==> src/rtl/nic_regs_pkg.sv <==
package nic_regs_pkg;
  localparam int REG_W = 16;

  // register word addresses
  localparam int A_CMD   = 0;
  localparam int A_CFG   = 1;
  localparam int A_RXC   = 2;
  localparam int A_TXC   = 3;
  localparam int A_IMSK  = 4;
  localparam int A_ISTS  = 5;
  localparam int A_EOB   = 6;
  localparam int A_REV   = 7;
  localparam int A_TALLY = 8;

  // command bit positions (decoded by the engines)
  localparam int B_HALT   = 0;
  localparam int B_TX     = 1;
  localparam int B_RXDIS  = 2;
  localparam int B_RXEN   = 3;
  localparam int B_TSTOP  = 4;
  localparam int B_TSTART = 5;
  localparam int B_RST    = 7;
  localparam int B_FETCH  = 8;
  localparam int B_CAM    = 9;

  // status bit for exhausted receive resources
  localparam int B_RBE = 5;

  localparam logic [REG_W-1:0] CMD_KEEP  = 16'h03BF;
  localparam logic [REG_W-1:0] CMD_INIT  = 16'h0094;
  localparam logic [REG_W-1:0] CFG_KEEP  = 16'hBFFF;
  localparam logic [REG_W-1:0] TXC_KEEP  = 16'hF000;
  localparam logic [REG_W-1:0] RXC_KEEP  = 16'hFFE0;
  localparam logic [REG_W-1:0] IMSK_KEEP = 16'h7FFF;
endpackage

==> src/rtl/nic_cmd_unit.sv <==
module nic_cmd_unit
  import nic_regs_pkg::*;
#(
  parameter int DW = REG_W
) (
  input  logic          clk,
  input  logic          rst,
  input  logic          wr_cmd,
  input  logic [DW-1:0] wdata,
  input  logic [2:0]    eng_done,
  input  logic          fetch_req,
  output logic [DW-1:0] cmd_q,
  output logic          act_tx,
  output logic          act_fetch,
  output logic          act_cam,
  output logic          act_tmr_start,
  output logic          act_tmr_stop
);
  logic [DW-1:0] cmd_n;
  logic p_tx, p_fetch, p_cam, p_start, p_stop;

  always_comb begin
    cmd_n   = cmd_q;
    p_tx    = 1'b0;
    p_fetch = 1'b0;
    p_cam   = 1'b0;
    p_start = 1'b0;
    p_stop  = 1'b0;
    // engine completion retires pending work first
    if (eng_done[0]) cmd_n[B_TX]    = 1'b0;
    if (eng_done[1]) cmd_n[B_FETCH] = 1'b0;
    if (eng_done[2]) cmd_n[B_CAM]   = 1'b0;
    if (fetch_req) begin
      cmd_n[B_FETCH] = 1'b1;
      p_fetch        = 1'b1;
    end
    if (wr_cmd) begin
      if (cmd_q[B_RST] && !wdata[B_RST]) begin
        cmd_n[B_RST] = 1'b0;
      end else begin
        cmd_n = cmd_n | (wdata & DW'(CMD_KEEP));
        if (wdata[B_RXDIS])      cmd_n[B_RXEN]  = 1'b0;
        else if (wdata[B_RXEN])  cmd_n[B_RXDIS] = 1'b0;
        if (wdata[B_TSTOP])      cmd_n[B_TSTART] = 1'b0;
        else if (wdata[B_TSTART]) cmd_n[B_TSTOP] = 1'b0;
        if (wdata[B_RST]) begin
          cmd_n[B_CAM]   = 1'b0;
          cmd_n[B_FETCH] = 1'b0;
          cmd_n[B_TX]    = 1'b0;
          cmd_n[B_HALT]  = 1'b0;
          cmd_n[B_RXEN]  = 1'b0;
          cmd_n[B_RXDIS] = 1'b1;
          cmd_n[B_RST]   = 1'b1;
        end else begin
          p_tx    = wdata[B_TX];
          p_fetch = p_fetch | wdata[B_FETCH];
          p_cam   = wdata[B_CAM];
          p_start = wdata[B_TSTART] & ~wdata[B_TSTOP];
          p_stop  = wdata[B_TSTOP];
        end
      end
    end
  end

  always_ff @(posedge clk) begin
    if (rst) begin
      cmd_q         <= DW'(CMD_INIT);
      act_tx        <= 1'b0;
      act_fetch     <= 1'b0;
      act_cam       <= 1'b0;
      act_tmr_start <= 1'b0;
      act_tmr_stop  <= 1'b0;
    end else begin
      cmd_q         <= cmd_n;
      act_tx        <= p_tx;
      act_fetch     <= p_fetch;
      act_cam       <= p_cam;
      act_tmr_start <= p_start;
      act_tmr_stop  <= p_stop;
    end
  end
endmodule

==> src/rtl/nic_irq_unit.sv <==
module nic_irq_unit
  import nic_regs_pkg::*;
#(
  parameter int DW = REG_W
) (
  input  logic          clk,
  input  logic          rst,
  input  logic          wr_mask,
  input  logic          wr_stat,
  input  logic [DW-1:0] wdata,
  input  logic [DW-1:0] evt_set,
  output logic [DW-1:0] mask_q,
  output logic [DW-1:0] stat_q,
  output logic          fetch_req,
  output logic          irq
);
  logic [DW-1:0] mask_n, stat_n, clr_bits;

  always_comb begin
    clr_bits  = wr_stat ? (wdata & stat_q) : '0;
    mask_n    = wr_mask ? (wdata & DW'(IMSK_KEEP)) : mask_q;
    // a cause raised in this cycle outlives a clear of the same bit
    stat_n    = (stat_q & ~clr_bits) | evt_set;
    fetch_req = clr_bits[B_RBE];
  end

  always_ff @(posedge clk) begin
    if (rst) begin
      mask_q <= '0;
      stat_q <= '0;
      irq    <= 1'b0;
    end else begin
      mask_q <= mask_n;
      stat_q <= stat_n;
      irq    <= |(mask_n & stat_n);
    end
  end
endmodule

==> src/rtl/nic_cfg_unit.sv <==
module nic_cfg_unit
  import nic_regs_pkg::*;
#(
  parameter int          DW        = REG_W,
  parameter int          NUM_TALLY = 3,
  parameter logic [15:0] EOB_INIT  = 16'h02F8
) (
  input  logic                 clk,
  input  logic                 rst,
  input  logic                 in_rst_mode,
  input  logic                 wr_cfg,
  input  logic                 wr_rxc,
  input  logic                 wr_txc,
  input  logic                 wr_eob,
  input  logic [NUM_TALLY-1:0] wr_tally,
  input  logic [DW-1:0]        wdata,
  output logic [DW-1:0]        cfg_q,
  output logic [DW-1:0]        rxc_q,
  output logic [DW-1:0]        txc_q,
  output logic [DW-1:0]        eob_q,
  output logic [DW-1:0]        tally_q [NUM_TALLY]
);
  always_ff @(posedge clk) begin
    if (rst) begin
      cfg_q <= '0;
      rxc_q <= '0;
      txc_q <= '0;
      eob_q <= DW'(EOB_INIT);
    end else begin
      if (wr_cfg && in_rst_mode) cfg_q <= wdata & DW'(CFG_KEEP);
      if (wr_rxc) rxc_q <= wdata & DW'(RXC_KEEP);
      if (wr_txc) txc_q <= wdata & DW'(TXC_KEEP);
      if (wr_eob) eob_q <= wdata;
    end
  end

  for (genvar g = 0; g < NUM_TALLY; g++) begin : g_tally
    always_ff @(posedge clk) begin
      if (rst)              tally_q[g] <= '0;
      else if (wr_tally[g]) tally_q[g] <= ~wdata;
    end
  end
endmodule

==> src/rtl/nic_ctrl_regs.sv <==
module nic_ctrl_regs
  import nic_regs_pkg::*;
#(
  parameter int          ADDR_W    = 4,
  parameter int          NUM_TALLY = 3,
  parameter logic [15:0] EOB_INIT  = 16'h02F8,
  parameter logic [15:0] REV_ID    = 16'h0004
) (
  input  logic              clk,
  input  logic              rst,
  input  logic              bus_wr,
  input  logic              bus_rd,
  input  logic [ADDR_W-1:0] bus_addr,
  input  logic [REG_W-1:0]  bus_wdata,
  output logic [REG_W-1:0]  bus_rdata,
  input  logic [REG_W-1:0]  evt_set,
  input  logic [2:0]        eng_done,
  output logic              act_tx,
  output logic              act_fetch,
  output logic              act_cam,
  output logic              act_tmr_start,
  output logic              act_tmr_stop,
  output logic              irq
);
  logic [REG_W-1:0] cmd_q, mask_q, stat_q;
  logic [REG_W-1:0] cfg_q, rxc_q, txc_q, eob_q;
  logic [REG_W-1:0] tally_q [NUM_TALLY];
  logic [NUM_TALLY-1:0] wr_tally;
  logic fetch_req;
  logic [REG_W-1:0] rd_n;

  function automatic logic hit(input logic [ADDR_W-1:0] a, input int idx);
    return a == ADDR_W'(idx);
  endfunction

  for (genvar g = 0; g < NUM_TALLY; g++) begin : g_tdec
    assign wr_tally[g] = bus_wr && hit(bus_addr, A_TALLY + g);
  end

  nic_cmd_unit #(.DW(REG_W)) u_cmd (
    .clk(clk), .rst(rst),
    .wr_cmd(bus_wr && hit(bus_addr, A_CMD)),
    .wdata(bus_wdata), .eng_done(eng_done), .fetch_req(fetch_req),
    .cmd_q(cmd_q), .act_tx(act_tx), .act_fetch(act_fetch), .act_cam(act_cam),
    .act_tmr_start(act_tmr_start), .act_tmr_stop(act_tmr_stop)
  );

  nic_irq_unit #(.DW(REG_W)) u_irq (
    .clk(clk), .rst(rst),
    .wr_mask(bus_wr && hit(bus_addr, A_IMSK)),
    .wr_stat(bus_wr && hit(bus_addr, A_ISTS)),
    .wdata(bus_wdata), .evt_set(evt_set),
    .mask_q(mask_q), .stat_q(stat_q), .fetch_req(fetch_req), .irq(irq)
  );

  nic_cfg_unit #(.DW(REG_W), .NUM_TALLY(NUM_TALLY), .EOB_INIT(EOB_INIT)) u_cfg (
    .clk(clk), .rst(rst), .in_rst_mode(cmd_q[B_RST]),
    .wr_cfg(bus_wr && hit(bus_addr, A_CFG)),
    .wr_rxc(bus_wr && hit(bus_addr, A_RXC)),
    .wr_txc(bus_wr && hit(bus_addr, A_TXC)),
    .wr_eob(bus_wr && hit(bus_addr, A_EOB)),
    .wr_tally(wr_tally), .wdata(bus_wdata),
    .cfg_q(cfg_q), .rxc_q(rxc_q), .txc_q(txc_q), .eob_q(eob_q), .tally_q(tally_q)
  );

  always_comb begin
    rd_n = '0;
    if (hit(bus_addr, A_CMD))  rd_n = cmd_q;
    if (hit(bus_addr, A_CFG))  rd_n = cfg_q;
    if (hit(bus_addr, A_RXC))  rd_n = rxc_q;
    if (hit(bus_addr, A_TXC))  rd_n = txc_q;
    if (hit(bus_addr, A_IMSK)) rd_n = mask_q;
    if (hit(bus_addr, A_ISTS)) rd_n = stat_q;
    if (hit(bus_addr, A_EOB))  rd_n = eob_q;
    if (hit(bus_addr, A_REV))  rd_n = REV_ID;
    for (int i = 0; i < NUM_TALLY; i++)
      if (hit(bus_addr, A_TALLY + i)) rd_n = tally_q[i];
  end

  always_ff @(posedge clk) begin
    if (rst)         bus_rdata <= '0;
    else if (bus_rd) bus_rdata <= rd_n;
  end
endmodule

==> config.mk <==
export PLATFORM = sky130hd
export DESIGN_NAME = nic_ctrl_regs
export DESIGN_NICKNAME = d
export VERILOG_FILES = /design/src/rtl/nic_regs_pkg.sv /design/src/rtl/nic_cmd_unit.sv /design/src/rtl/nic_irq_unit.sv /design/src/rtl/nic_cfg_unit.sv /design/src/rtl/nic_ctrl_regs.sv
export SDC_FILE = /design/constraint.sdc
export NUM_CORES = 1
export LEC_CHECK = 0
export BUFFER_PORTS_ARGS = -buffer_cell sky130_fd_sc_hd__buf_2
export CORE_ASPECT_RATIO = 1.1
export CORE_MARGIN = 2
export CORE_UTILIZATION = 53
export DETAILED_ROUTE_END_ITERATION = 10
export GPL_ROUTABILITY_DRIVEN = 0
export PLACE_DENSITY_LB_ADDON = 0.15
export SLEW_MARGIN = 5
export SYNTH_ARGS = -nofsm -noshare
export SYNTH_HDL_FRONTEND = slang
export SYNTH_SLANG_ARGS = --single-unit
==> constraint.sdc <==
create_clock -name clk -period 2.2 [get_ports clk]
set_clock_uncertainty 0.2 [all_clocks]
set_input_delay 0.22 -clock clk [delete_from_list [all_inputs] [get_ports clk]]
set_output_delay 0.22 -clock clk [all_outputs]
set_load 0.05 [all_outputs]
==> out/summary.txt, run 1 <==
Die W: 113.0 um
Routed Wire Length: 19780 um
Arr. time, crit path: 2.09 ns
Die Y: 123.9 um
Max Clk Rate: 511.9 MHz
Slew Limit Fails: 0
Syn Inst Count: 832
EDFF count, synth: 0
Clock transition at path regs: 0.06 ns
Least-Margin Pin Slew: 0.5186 ns
Reg2Reg Depth: 5
Routed Antenna Nets: 0
violated checks: DRC
Congestion Overflow GR: 0
CTS tree: done
Largest stage delay, worst path: 0.42 ns
Clock Root Buffer: clkbuf_16
Antenna Cells: 0
Num CTS Buffers: 17
Port Buffers: 64
most frequent cell on the critical path: a211oi_1
fin nets: 967
async set-reset flop share out of synthesis: 0%
Ports: 65
VDD IR-drop max: 0.5309 mV
Hold Path Stages: 2
Tcrit/Tclk final: 88.79%
LEAKAGE: 0.003557 uW
Netlist cell types: 55
TritonCTS Sinks: 157
core area: 12700 um^2
Sequential Area: 3143 um^2
R2R Setup Slk: 0.25 ns
final setup vio count: 0
relative slew slack: 65.42%
FF+latch count, synth: 157
syn avg cell area: 8.331 um^2
placed cell count: 1029
vias in the first global route: 6119
global-route wire length before repair: 31330 um
Power Dens Cells: 805.9 nW/um^2
WS Path Type: flop to flop
outcome: complete, but fails checks
DRC viols: 3
max-cap viol count: 0
Total Power: 6914 uW
worst reg2reg startpoint: u_cmd.cmd_q[3]
Non-Filler Instances: 1094
drt pass-1 iters: 9
Synth Cell Area: 6932 um^2
Syn Nets: 875
Yosys Warn Count: 0
kind of cell adding the most delay to the critical path: compound AO/OA/AOI/OAI gates
DR WL/cell: 18.08 um
fill count: 1020
clk buf depth: 2
largest net degree at the start of global routing: 64
antenna violations before repair: 0
H-tree depth: 4
Iteration-0 DRC Markers: 605
number of vias per cell: 5.898
CP max stage cell: a211oi_1
most frequent cells in the layout: nor2_1 (191), dfxtp_1 (157), a21oi_1 (100)
routed via count: 6452
multi-input logic area: 3435 um^2
Initial Utilization: 54.59%
Worst Setup Start Kind: flop
RSZ-0062 raised after global routing: false
hold path startpoint: rst
Hold/Removal Path Class: input port to flop
commonest non-fill, non-tap cell in the layout: nor2_1
layout cells sized above 1: 17.50%
GRT Overall Usage: 28.94%
Reg-to-Reg End: bus_rdata[3]
CP Max Fanout: 3
CP Capture Type: flop
Main synth FF type: dfxtp_1
die area: 14010 um^2
hpwl dp: 13790 um
crit path buf inv count: 0
Final Hold Vio Count: 0
post-synthesis sequential area ratio: 45.34%
critical path, cell by cell: a211oi_1, or3_1, a211oi_1, o22ai_1, a311oi_1
area grow syn2layout: 23.77%
CP required: 2.34 ns
Worst Hold End: u_cfg.cfg_q[2]
Clock Latency Late Sink: 0.43 ns
row cnt: 43
fin crit period: 1.953 ns
power breakdown:
group | switching [uW] | internal [uW] | total (uW)
Clock | 1130 | 2170 | 3300
Sequential | 38.8 | 2910 | 2950
Combinational | 414 | 254 | 668
Total | 1580 | 5330 | 6910
metrics by stage:
step / setup WS, ns / hold WS [ns] / instance area (um^2) / TNS, ns / utilization (%)
finish: 0.2466 / 0.01482 / 8579 / 0 / 67.57
CTS: 0.2705 / 0.003451 / 8579 / 0 / 67.57
global placement: 0.02850 / 0.2410 / 7572 / 0 / 59.64
floorplan: 0.1192 / 0.1480 / 6932 / 0 / -
global route: 0.1871 / 0.03114 / 8579 / 0 / 67.57
detailed placement: -0.02886 / 0.2488 / 7572 / -0.02886 / 59.64
how the worst max path moves through the flow:
stage	cells past startpoint	startpoint	to
after floorplan	8	bus_addr[0]	u_irq.irq
after detailed placement	7	bus_addr[0]	u_irq.irq
after global routing	6	u_cfg.cfg_q[2]	bus_rdata[2]
after CTS	5	u_cmd.cmd_q[3]	bus_rdata[3]
final	5	u_cmd.cmd_q[3]	bus_rdata[3]
after global placement	8	bus_addr[3]	bus_rdata[3]
kinds of logic after synthesis:
logic type,count (synthesis),share of synthesized area (%)
buffers and inverters,76,5.108
muxes,53,8.141
AOI/OAI and AO/OA,202,18.72
and+or+nand+nor,344,22.69
DFF,157,45.34
cell usage after synthesis (all sizes together), types with 2 or more instances:
cell    number  area share (%)
nand2b      24             2.3
mux4         2            0.65
mux2i       44             6.4
clkbuf      45             2.4
a221oi      15             1.9
a221o        5            0.72
and3b        2            0.25
nor4         2            0.27
dfxtp      157              45
o22a         2            0.25
nor2       196              11
nor2b       15             1.4
or3          2            0.18
a211oi      12             1.3
buf         27             2.5
o22ai       14             1.3
a211o        6            0.76
o21ai       14             1.0
and2        10            0.90
or3b         2            0.29
nand3       19             1.4
nand4        2            0.18
inv          4            0.22
o221ai       7            0.88
a21oi      101             7.3
a31oi        3            0.27
nand2       57             3.1
a21o         3            0.32
a22o         3            0.38
a311oi       8             1.0
mux2         7             1.1
nand3b       6            0.65
nor3         3            0.22
o211ai       3            0.32
layer usage:
layer / up-vias / track usage (%) / share of wire (%)
met5: - / 0 / 0
met4: 0 / 13.34 / 3.1
met3: 43 / 6.034 / 7.2
met2: 276 / 47.72 / 48
met1: 3059 / 36.71 / 42
li1: 3074 / - / -
cell type report:
type | count | area share, %
Clock inverter | 9 | 2.085
Sequential cell | 157 | 36.63
Tap cell | 157 | 2.290
Timing Repair Buffer | 145 | 12.98
Multi-Input combinational cell | 599 | 40.03
Clock buffer | 23 | 5.804
Inverter | 4 | 0.1750
repair_timing:
item	4_1_cts	5_1_grt
hold endpoints to repair	48	0
resized for setup	0	0
hold buffers	33	0
setup buffers	0	0
state kept, by name, indices dropped and copies added, names as in the netlist, 9 cells and up:
register,flops
u_cfg.eob_q,16
u_irq.stat_q,16
u_cfg.cfg_q,15
u_cmd.cmd_q,9
u_cfg.rxc_q,11
bus_rdata,16
u_irq.mask_q,16
u_cfg.tally_q,48
worst reg2reg max path: cells and delay by family (launching register included):
kind             cells  cell delay [ns]
AO/OA/AOI/OAI        4             0.93
flip-flops           1             0.37
AND/OR/NAND/NOR      1             0.36
No activity file was read; power rests on OpenSTA's default activity.
==> run 2: changes to the inputs <==
ABC_AREA = 1   (was default)
BUFFER_PORTS_ARGS = default   (was -buffer_cell sky130_fd_sc_hd__buf_2)
CORE_UTILIZATION = 55   (was 53)
DONT_BUFFER_PORTS = 1   (was default)
REMOVE_ABC_BUFFERS = 1   (was default)
==> out/summary.txt, run 2 <==
outcome: complete, but fails checks
violated checks: hold timing
post-synth top area share: 44.67% (-0.67 points)
Routed Antenna Nets: 0 (unchanged)
relative slew slack: 58.43% (-7.0 points)
row cnt: 43 (unchanged)
Initial Utilization: 56.12% (+1.5 points)
Syn Inst Count: 1030 (+24%)
final worst slack: 0.1633 ns (-0.08337 ns)
CTS tree: done
antenna violations before repair: 0 (unchanged)
Slew Limit Fails: 0 (unchanged)
top cells by area, synth: dfxtp_1 (45%), nand2_1 (16%), a21oi_1 (9.5%), nand3_1 (6.3%), inv_1 (5.8%)
die area: 13710 um^2 (-2.1%)
CP required: 2.31 ns (-0.03 ns)
final setup vio count: 0 (unchanged)
FF+latch count, synth: 157 (unchanged)
routed via count: 6806 (+5.5%)
clk buf depth: 2 (unchanged)
LEAKAGE: 0.003524 uW (-0.92%)
syn avg cell area: 6.831 um^2 (-18%)
Worst Setup Start Kind: input port
Yosys Warn Count: 0 (unchanged)
Antenna Cells: 0 (unchanged)
layout cells sized above 1: 7.883% (-9.6 points)
VDD IR-drop max: 0.6149 mV (+16%)
max-cap viol count: 0 (unchanged)
fin nets: 1121 (+16%)
Congestion Overflow GR: 0 (unchanged)
hpwl dp: 12580 um (-8.8%)
Sequential Area: 3143 um^2 (unchanged)
TritonCTS Sinks: 157 (unchanged)
Num CTS Buffers: 17 (unchanged)
Power Dens Cells: 801.2 nW/um^2 (-0.58%)
Clock Root Buffer: clkbuf_16
vias in the first global route: 6328 (+3.4%)
EDFF count, synth: 0 (unchanged)
Port Buffers: 0 (-100%)
CP Max Fanout: 16 (+13)
post-synthesis sequential area ratio: 44.67% (-0.67 points)
RSZ-0062 raised after global routing: false
hold_buf cts: 64 (+94%)
Main synth FF type: dfxtp_1
H-tree depth: 4 (unchanged)
WS Path Type: input port to flop
largest net degree at the start of global routing: 94 (+47%)
drt pass-1 iters: 5 (-4)
commonest non-fill, non-tap cell in the layout: nand2_1
Synth Cell Area: 7035 um^2 (+1.5%)
Clock transition at path regs: 0.07 ns (about the same)
Final Hold Vio Count: 2 (+2)
Arr. time, crit path: 2.14 ns (+0.05 ns)
R2R Setup Slk: 0.36 ns (+0.11 ns)
Routed Wire Length: 20250 um (+2.4%)
global-route wire length before repair: 32200 um (+2.8%)
Clock Latency Late Sink: 0.42 ns (about the same)
Die W: 111.8 um (-1.1%)
Setup WS pre-CTS: 0.1572 ns (+0.1861 ns)
Reg2Reg Depth: 7 (+2)
DR WL/cell: 16.23 um (-10%)
post-synth top area cell: dfxtp_1
CP Capture Type: flop
Netlist cell types: 26 (-53%)
post-CTS setup buffer count: 0 (unchanged)
Hold/Removal Path Class: input port to flop
Top reg by flops: u_cfg.tally_q
area grow syn2layout: 20.47%
most common cell in the netlist: nand2_1
multi-input logic area: 3213 um^2 (-6.4%)
Hold Path Stages: 2 (unchanged)
Max Clk Rate: 491.0 MHz (-4.1%)
GRT Overall Usage: 29.95% (+1.0 points)
Iteration-0 DRC Markers: 638 (+5.5%)
max reg flops: 48 (unchanged)
fin crit period: 2.037 ns (+0.08336 ns)
synth cell count leaders: nand2_1 (309), dfxtp_1 (157), a21oi_1 (133)
placed cell count: 1152 (+12%)
Ports: 65 (unchanged)
core area: 12540 um^2 (-1.3%)
number of vias per cell: 5.454 (-7.5%)
most frequent cells in the layout: nand2_1 (309), dfxtp_1 (157), a21oi_1 (133)
post-cts repair resize count: 0 (unchanged)
final hold slack: -0.01765 ns (-0.03247 ns)
Least-Margin Pin Slew: 0.6221 ns (+0.1034 ns)
Non-Filler Instances: 1248 (+14%)
async set-reset flop share out of synthesis: 0% (unchanged)
Die Y: 122.6 um (-1.1%)
Total Power: 6791 uW (-1.8%)
fill count: 1102 (+8.0%)
Tcrit/Tclk final: 92.58% (+3.8 points)
DRC viols: 0 (-3)
setup TNS: 0 ns (unchanged)
## run 2: metal layers
metal  vias to the layer above  GRT usage [%]  share of wire, %
li1                       3425              -                 -
met1                      3107          40.50                45
met2                       244          48.98                46
met3                        30          5.235               6.8
met4                         0          9.877               1.7
met5                         -              0                 0
## run 2: layout make-up
| type | instances | area share (%) |
|---|---|---|
| timing repair buffer | 88 | 10.01 |
| clock buffer | 19 | 5.344 |
| tap | 157 | 2.318 |
| multi-input combinational | 705 | 37.91 |
| sequential | 157 | 37.08 |
| inverter | 109 | 4.827 |
| clock inverter | 13 | 2.510 |
## run 2: stage by stage
stage	utilization (%)	instance area (um^2)
global placement	56.97	7142
finish	67.61	8476
global route	67.61	8476
CTS	67.61	8476
floorplan	-	6763
detailed placement	56.97	7142
## run 2: path summary, 6_finish.rpt
check	end	from
max reg2reg	bus_rdata[3]	u_cmd.cmd_q[3]
min reg2reg	u_cfg.cfg_q[13]	u_cfg.cfg_q[13]
max	u_cfg.tally_q[8]	bus_addr[0]
min	u_irq.mask_q[3]	rst
## run 2: logic make-up (layout without fill, tap and decap cells)
kind of cell	Yosys count	after routing	synth area share, %
buffers and inverters	168	229	9.692
AO/OA/AOI/OAI	225	225	16.91
flip-flops	157	157	44.67
AND/OR/NAND/NOR	480	480	28.72
## run 2: critical path, stage by stage
cell	delay (ns)
inv_2	0.13
nand2_1	0.14
nor2_2	0.32
nand2_1	0.47
nand2_1	0.20
a21oi_1	0.09
dlygate4sd3_1	0.57
## run 2: power by group
part,switching [uW],internal [uW],leakage (uW)
logic,324,174,0.00193
registers,75.6,2910,0.00127
clock network,1230,2080,0.000316
total,1630,5160,0.00352
==> run 3: changes to the inputs <==
CORE_ASPECT_RATIO = 1.5   (was 1.1)
==> out/summary.txt, run 3 (synthesis results as in run 2) <==
fill count: 1142 (+3.6%)
Port Buffers: 0 (unchanged)
Num CTS Buffers: 17 (unchanged)
Hold/Removal Path Class: input port to flop
Ports: 65 (unchanged)
Antenna Cells: 0 (unchanged)
CP required: 2.31 ns (about the same)
placed cell count: 1147 (-0.43%)
Reg2Reg Depth: 11 (+4)
row cnt: 50 (+16%)
number of vias per cell: 5.480 (+0.48%)
LEAKAGE: 0.003480 uW (-1.2%)
Clock Root Buffer: clkbuf_16
Final Hold Vio Count: 1 (-1)
fin crit period: 1.999 ns (-0.03771 ns)
Routed Wire Length: 20330 um (+0.36%)
largest net degree at the start of global routing: 94 (unchanged)
drt pass-1 iters: 5 (unchanged)
max-cap viol count: 0 (unchanged)
CP Max Fanout: 19 (+3)
violated checks: hold timing
vias in the first global route: 6396 (+1.1%)
Worst Setup Start Kind: input port
H-tree depth: 4 (unchanged)
max reg flops: 48 (unchanged)
final setup vio count: 0 (unchanged)
Finished Cell Area: 8414 um^2 (-0.72%)
layout cells sized above 1: 7.445% (-0.44 points)
RSZ-0062 raised after global routing: false
placed instance area: 7123 um^2 (-0.26%)
Die W: 96.35 um (-14%)
die area: 13730 um^2 (+0.13%)
Die Y: 142.5 um (+16%)
multi-input logic area: 3221 um^2 (+0.23%)
Initial Utilization: 56.23% (+0.11 points)
global route hottest layer: met2
Hold Path Stages: 2 (unchanged)
Max Clk Rate: 500.2 MHz (+1.9%)
met2 Track Usage GR: 50.80% (+1.8 points)
Top reg by flops: u_cfg.tally_q
CP Capture Type: flop
Final Util: 67.25% (-0.36 points)
area grow syn2layout: 19.60%
Clock Latency Late Sink: 0.42 ns (about the same)
Power Dens Cells: 770.9 nW/um^2 (-3.8%)
commonest non-fill, non-tap cell in the layout: nand2_1
Clock transition at path regs: 0.07 ns (about the same)
DRC viols: 0 (unchanged)
core area: 12510 um^2 (-0.19%)
TritonCTS Sinks: 157 (unchanged)
CTS tree: done
Tcrit/Tclk final: 90.86% (-1.7 points)
VDD IR-drop max: 0.4487 mV (-27%)
routed via count: 6817 (+0.16%)
GRT met3 Usage: 5.614% (+0.38 points)
outcome: complete, but fails checks
clk buf depth: 2 (unchanged)
Non-Filler Instances: 1244 (-0.32%)
setup TNS: 0 ns (unchanged)
Least-Margin Pin Slew: 0.7207 ns (+0.09866 ns)
antenna violations before repair: 0 (unchanged)
DR WL/cell: 16.34 um (+0.68%)
R2R Setup Slk: 0.30 ns (-0.06 ns)
Slew Limit Fails: 0 (unchanged)
met1 usage: 38.07% (-2.4 points)
Congestion Overflow GR: 0 (unchanged)
WS Path Type: input port to flop
Routed Antenna Nets: 0 (unchanged)
Sequential Area: 3143 um^2 (unchanged)
Arr. time, crit path: 2.11 ns (-0.03 ns)
global-route wire length before repair: 32130 um (-0.19%)
hpwl dp: 12820 um (+1.9%)
final hold slack: -0.002265 ns (+0.01538 ns)
relative slew slack: 51.83% (-6.6 points)
Iteration-0 DRC Markers: 500 (-22%)
GRT Overall Usage: 30.32% (+0.37 points)
most frequent cells in the layout: nand2_1 (309), dfxtp_1 (157), a21oi_1 (133)
fin nets: 1118 (-0.27%)
[run 3: per-layer routing]
metal | vias to the layer above | routed length [um]
li1 | 3406 | -
met5 | - | 0
met3 | 55 | 1105
met1 | 3151 | 8424
met4 | 0 | 665
met2 | 205 | 10130
[run 3: final cells by class]
| type | instances | area share (%) |
|---|---|---|
| repair buffers | 85 | 9.993 |
| well taps | 156 | 2.320 |
| multi-input cells | 705 | 38.28 |
| flip-flops and latches | 157 | 37.35 |
| clock inverters | 11 | 1.606 |
| clock buffers | 21 | 5.591 |
| inverters | 109 | 4.862 |
[run 3: worst max-delay path, cell delays in order]
cell and delay (ns):
inv_1 0.09, nand2_2 0.12, inv_1 0.15, nand3_4 0.23, buf_4 0.26, o22ai_1 0.23, nand4_1 0.13, nand2_1 0.08
a21oi_1 0.05, dlygate4sd3_1 0.54
[run 3: timing repair]
action | in CTS | in global routing
setup buffers | 0 | 0
hold buffers | 65 | 0
hold endpoints to repair | 157 | 0
endpoints found under the setup margin | 0 | 2
gates resized for setup | 0 | 1
[run 3: stage by stage]
stage / setup slack, ns / power [uW]
final: 0.2010 / 6487
after global routing: 0.05095 / 6660
after CTS: 0.03593 / 6498
after detailed placement: 0.1409 / 3399
after global placement: 0.1466 / 3395
after floorplan: -0.1725 / 3282
[run 3: worst paths after layout]
kind | startpoint | to
worst max-delay path | bus_addr[3] | bus_rdata[3]
worst min-delay path | rst | u_cfg.tally_q[4]
worst max register to register | u_cfg.rxc_q[8] | bus_rdata[8]
worst min register to register | u_cfg.cfg_q[10] | u_cfg.cfg_q[10]
[run 3: power by group]
group          switching (uW)  internal [uW]
registers                78.4           2910
clock network            1230           1780
logic                     320            176
